### src/rtl/broadside_tpg.sv
module broadside_tpg #(
  parameter int N = 4,
  parameter int MOD = 3,
  parameter int L = 16,
  parameter logic [N+MOD-1:0] TAPS = 7'b1100000,
  parameter logic [N+MOD-1:0] DEFAULT_SEED = 7'h2B,
  parameter int SEL_A = N + MOD - 1,
  parameter int SEL_B = 0
) (
  input  logic               clk,
  input  logic               rst_n,
  input  logic               start,
  input  logic               seed_wr,
  input  logic [N+MOD-1:0]   seed_in,
  output logic               circuit_init,
  output logic               pattern_active,
  output logic [N-1:0]       pattern,
  output logic               launch_valid,
  output logic               capture,
  output logic               done
);
  localparam int W  = N + MOD;
  localparam int CW = (L > 2) ? $clog2(L) : 1;

  typedef enum logic [1:0] {IDLE, INIT, RUN} st_t;

  st_t            st;
  logic [W-1:0]   seed_q, lfsr;
  logic [CW-1:0]  idx;
  logic           sel_q, cap_q, done_q;
  logic [N-1:0]   pat_mod;

  wire          last     = (idx == CW'(L - 1));
  wire          sel_bit  = lfsr[SEL_A] & lfsr[SEL_B];
  wire [W-1:0]  lfsr_nxt = {lfsr[W-2:0], ^(lfsr & TAPS)};

  for (genvar i = 0; i < N; i++) begin : g_mod
    assign pat_mod[i] = lfsr[MOD+i] ^ (lfsr[i % MOD] & lfsr[(i + 1) % MOD]);
  end

  always_ff @(posedge clk) begin
    if (!rst_n) begin
      st     <= IDLE;
      seed_q <= DEFAULT_SEED;
      lfsr   <= DEFAULT_SEED;
      idx    <= '0;
      sel_q  <= 1'b0;
      cap_q  <= 1'b0;
      done_q <= 1'b0;
    end else begin
      cap_q <= sel_q;
      sel_q <= 1'b0;
      case (st)
        IDLE: begin
          if (start) begin
            st     <= INIT;
            lfsr   <= seed_q;
            done_q <= 1'b0;
          end else if (seed_wr) begin
            seed_q <= (seed_in == '0) ? DEFAULT_SEED : seed_in;
          end
        end
        INIT: begin
          st  <= RUN;
          idx <= '0;
        end
        RUN: begin
          lfsr  <= lfsr_nxt;
          sel_q <= sel_bit & ~last;
          idx   <= idx + 1'b1;
          if (last) begin
            st     <= IDLE;
            done_q <= 1'b1;
          end
        end
        default: st <= IDLE;
      endcase
    end
  end

  assign circuit_init   = (st == INIT);
  assign pattern_active = (st == RUN);
  assign pattern        = pattern_active ? pat_mod : '0;
  assign launch_valid   = sel_q;
  assign capture        = cap_q;
  assign done           = done_q;
endmodule


### config.mk
export PLATFORM = sky130hd
export DESIGN_NAME = broadside_tpg
export DESIGN_NICKNAME = d
export VERILOG_FILES = /design/src/rtl/broadside_tpg.sv
export SDC_FILE = /design/constraint.sdc
export NUM_CORES = 1
export LEC_CHECK = 0
export BUFFER_PORTS_ARGS = -buffer_cell sky130_fd_sc_hd__buf_2
export CAP_MARGIN = 10
export CORE_ASPECT_RATIO = 1.2
export CORE_MARGIN = 1.5
export CORE_UTILIZATION = 49
export CTS_CLUSTER_DIAMETER = 50
export DETAILED_ROUTE_END_ITERATION = 10
export GPL_TIMING_DRIVEN = 0
export PLACE_DENSITY = 0.8
export SLEW_MARGIN = 30
export SYNTH_ARGS = -nofsm -noshare
export SYNTH_HDL_FRONTEND = slang
export SYNTH_SLANG_ARGS = --single-unit
### constraint.sdc
create_clock -name clk -period 1.5 [get_ports clk]
set_input_delay 0.075 -clock clk [delete_from_list [all_inputs] [get_ports clk]]
set_output_delay 0.075 -clock clk [all_outputs]
set_load 0.1 [all_outputs]
==> results.yml <==
worst_setup_path:
  cp_top_family: "flip-flops"
  r2r_start: "st[1]"
  critPathBufInv: 3
  worst-setup-path-type: "register to output port"
  cp_max_fo: 6
  path_cells: "inv_4, ha_4, buf_8, and2_2, buf_12"
  worstPathArrival_ps: 1400
  crit_start: "st[0]"
  worst_setup_path_start_kind: "register"
  worstSetupEndpointType: "output port"
  cp.required_ps: 1420
  slowest_delay_ps: 390
  slowest_stage: "dfxtp_4"
logic_synthesis:
  yosysSeqAreaShare_pct: 39.1
  synth-seq-cells: 23
  avgSynthCellArea_sq_um: 9.27
  synth_ff_type: "dfxtp_1"
  synth_cell_types: 37
  synthSimpleGateAreaFrac_pct: 21.1
  netlist.area_leader.share_pct: 39.1
  synth_commonest_cells: "23 x dfxtp_1, 10 x nand2_1, 8 x inv_1, 8 x mux2i_1, 7 x and2_1"
  synth-xor-area-share_pct: 3.72
  syn_inst: 127
  synth.most_common_cell: "dfxtp_1"
  synth_top_cell_by_area: "dfxtp_1"
  synth_top_family_by_area: "simple AND/OR/NAND/NOR gates"
  synth-edff-count: 0
  synth.area.top_cells: "dfxtp_1 39%, mux2i_1 6.8%, ha_1 4.3%, and2_1 3.7%, xnor2_1 3.7%"
  async_reset_ff_share_pct: 0
  yosys_warnings: 0
  synth_compound_area_share_pct: 17.1
  syn_nets: 142
  syn_area_sq_um: 1180
  synthMuxAreaShare_pct: 8.08
  synth_fa_ha_area_share_pct: 4.25
placement:
  dpl.hpwl_mm: 1.81
  portBuffers: 19
  placed_area_sq_um: 1330
  routabilityCongestion: 0.727
timing:
  finalSetupViolCount: 0
  tightest_slew_ps: 539
  max_freq_ghz: 0.677
  rsz0062_at_grt: "true"
  slew_headroom_pct: 64.1
  period_minus_slack_ps: 1480
  maxSlewViolCount: 0
  hold_viol_final: 0
  post-route-period-util_pct: 98.4
  final.setup_skew_ps: 0.827
cts:
  htreeDepth: 1
  root_buffer: "clkbuf_4"
  clk_transition_reported_paths_ps: 130
  cts_buffers: 3
  insertion_delay_ps: 320
  cts.sinks: 23
  cts_tree: "yes"
  cts_buffer_depth: 2
pwr:
  p_total_uw: 1460
  leakagePower_uw: 0.000645
  powerDensity_nw_per_um2: 975
  irDropWorstVdd_uv: 723
global_route:
  antenna_found_initial: 0
  grt_overflow: 0
  grt_max_degree: 14
  grt_pass1_wl_mm: 4.17
  grt_pass1_vias: 947
  track_usage_pct: 21.2
floorplanning:
  die_h_um: 56.7
  num_rows: 19
  die_w_um: 47.7
  dieArea_sq_um: 2710
  ios: 20
  initial_utilization_pct: 51.6
  core_area_sq_um: 2280
final_layout:
  drive_gt1_share_pct: 32.9
  area_growth_pct: 27.1
  antenna_cells: 0
  fillers: 212
  final_area_sq_um: 1500
  layout.nets: 171
detailed_routing:
  vias_per_cell: 5.36
  routedWlPerCell_um: 13.4
  drt-total-wl_mm: 2.49
  vias: 997
  drcViolationCount: 0
  detail_route.first_pass.iterations: 4
  ant_nets: 0
  dr.first_iter.drc_count: 19
worst_hold_path:
  min-delay-start: "seed_in[2]"
  hold_path.class: "input pin to register"
flow_run:
  cap_violations: 0
outcome:
  status: "completed"
## layer usage
metal	global-route usage, %	share of wire [%]	up-vias
met1	28.9	43	462
met2	33.0	53	22
met4	8.11	1.6	0
met3	2.89	2.5	6
li1	-	-	507
met5	0	0	-
## cell usage in the layout (no fill, tap or decap), drive strengths merged, types with 2 or more instances in the layout
cell type  synthesis  final
and2               7      7
a21oi              4      4
clkbuf             1      5
ha                 4      4
nand2b             4      4
a21boi             2      2
mux2i              8      8
o211a              3      3
xnor2              5      5
inv                8      8
a211oi             4      4
o21ai              4      4
a32oi              4      4
buf                5     27
dfxtp             23     23
nand2             10     10
nor3               5      5
nand3              4      4
nor2               9      9
nand3b             2      2
## tightest hold or removal path, stage by stage
cell     delay (ps)
buf_2            90
mux2i_1          60
nor2_1           70
## worst paths after layout
| path | slack [ps] | to | cells past startpoint |
|---|---|---|---|
| max | 20 | pattern[0] | 5 |
| min | 3 | seed_q[2] | 3 |
| max reg2reg | 80 | lfsr[1] | 6 |
| min reg2reg | 480 | capture | 1 |
## layout make-up
class	count	area, sq um	area share (%)
Tap cell	31	38.8	2.59
Inverter	8	32.5	2.17
Clock buffer	3	22.5	1.51
Sequential cell	23	470	31.4
Buffer	6	57.6	3.85
Multi-Input combinational cell	90	672	44.9
Clock inverter	1	5.00	0.334
Timing Repair Buffer	24	198	13.2
## power breakdown
part           internal [uW]  total (uW)  switching [uW]  leakage [uW]
sequential               651         689            38.1      0.000188
combinational            210         474             265      0.000439
clock                    100         296             196     0.0000177
## timing repair
action,CTS,global route
setup buffers,1,3
pin swaps,0,2
hold buffers,1,0
hold endpoints to repair,1,0
cloned,0,0
setup endpoints to repair,19,10
gates resized for setup,22,12
## registers in the layout (all words and copies together) (netlist names)
name,flops
lfsr,7
seed_q,7
idx,4
st,2
capture,1
done,1
launch_valid,1
## stage by stage
step / setup TNS [ps] / setup WS [ps] / hold slack (ps) / util, % / std cells
floorplan: -275 / -68.8 / 202 / - / 127
global placement: -37.5 / -20.6 / 329 / 58.2 / 177
detailed placement: -510 / -83.8 / 330 / 58.2 / 177
CTS: 0 / 0.107 / 0.644 / 63.3 / 183
global route: -36.6 / -18.6 / 10.3 / 65.6 / 186
finish: 0 / 23.6 / 3.08 / 65.6 / 186
## cells by family (layout without fill, tap and decap cells)
family / count (synthesis) / after routing
compound gates: 25 / 25
xor+xnor: 5 / 5
fa+ha+maj: 4 / 4
buf+inv: 14 / 42
flops: 23 / 23
mux: 9 / 9
simple gates: 47 / 47
(Power assumes the default switching activity.)
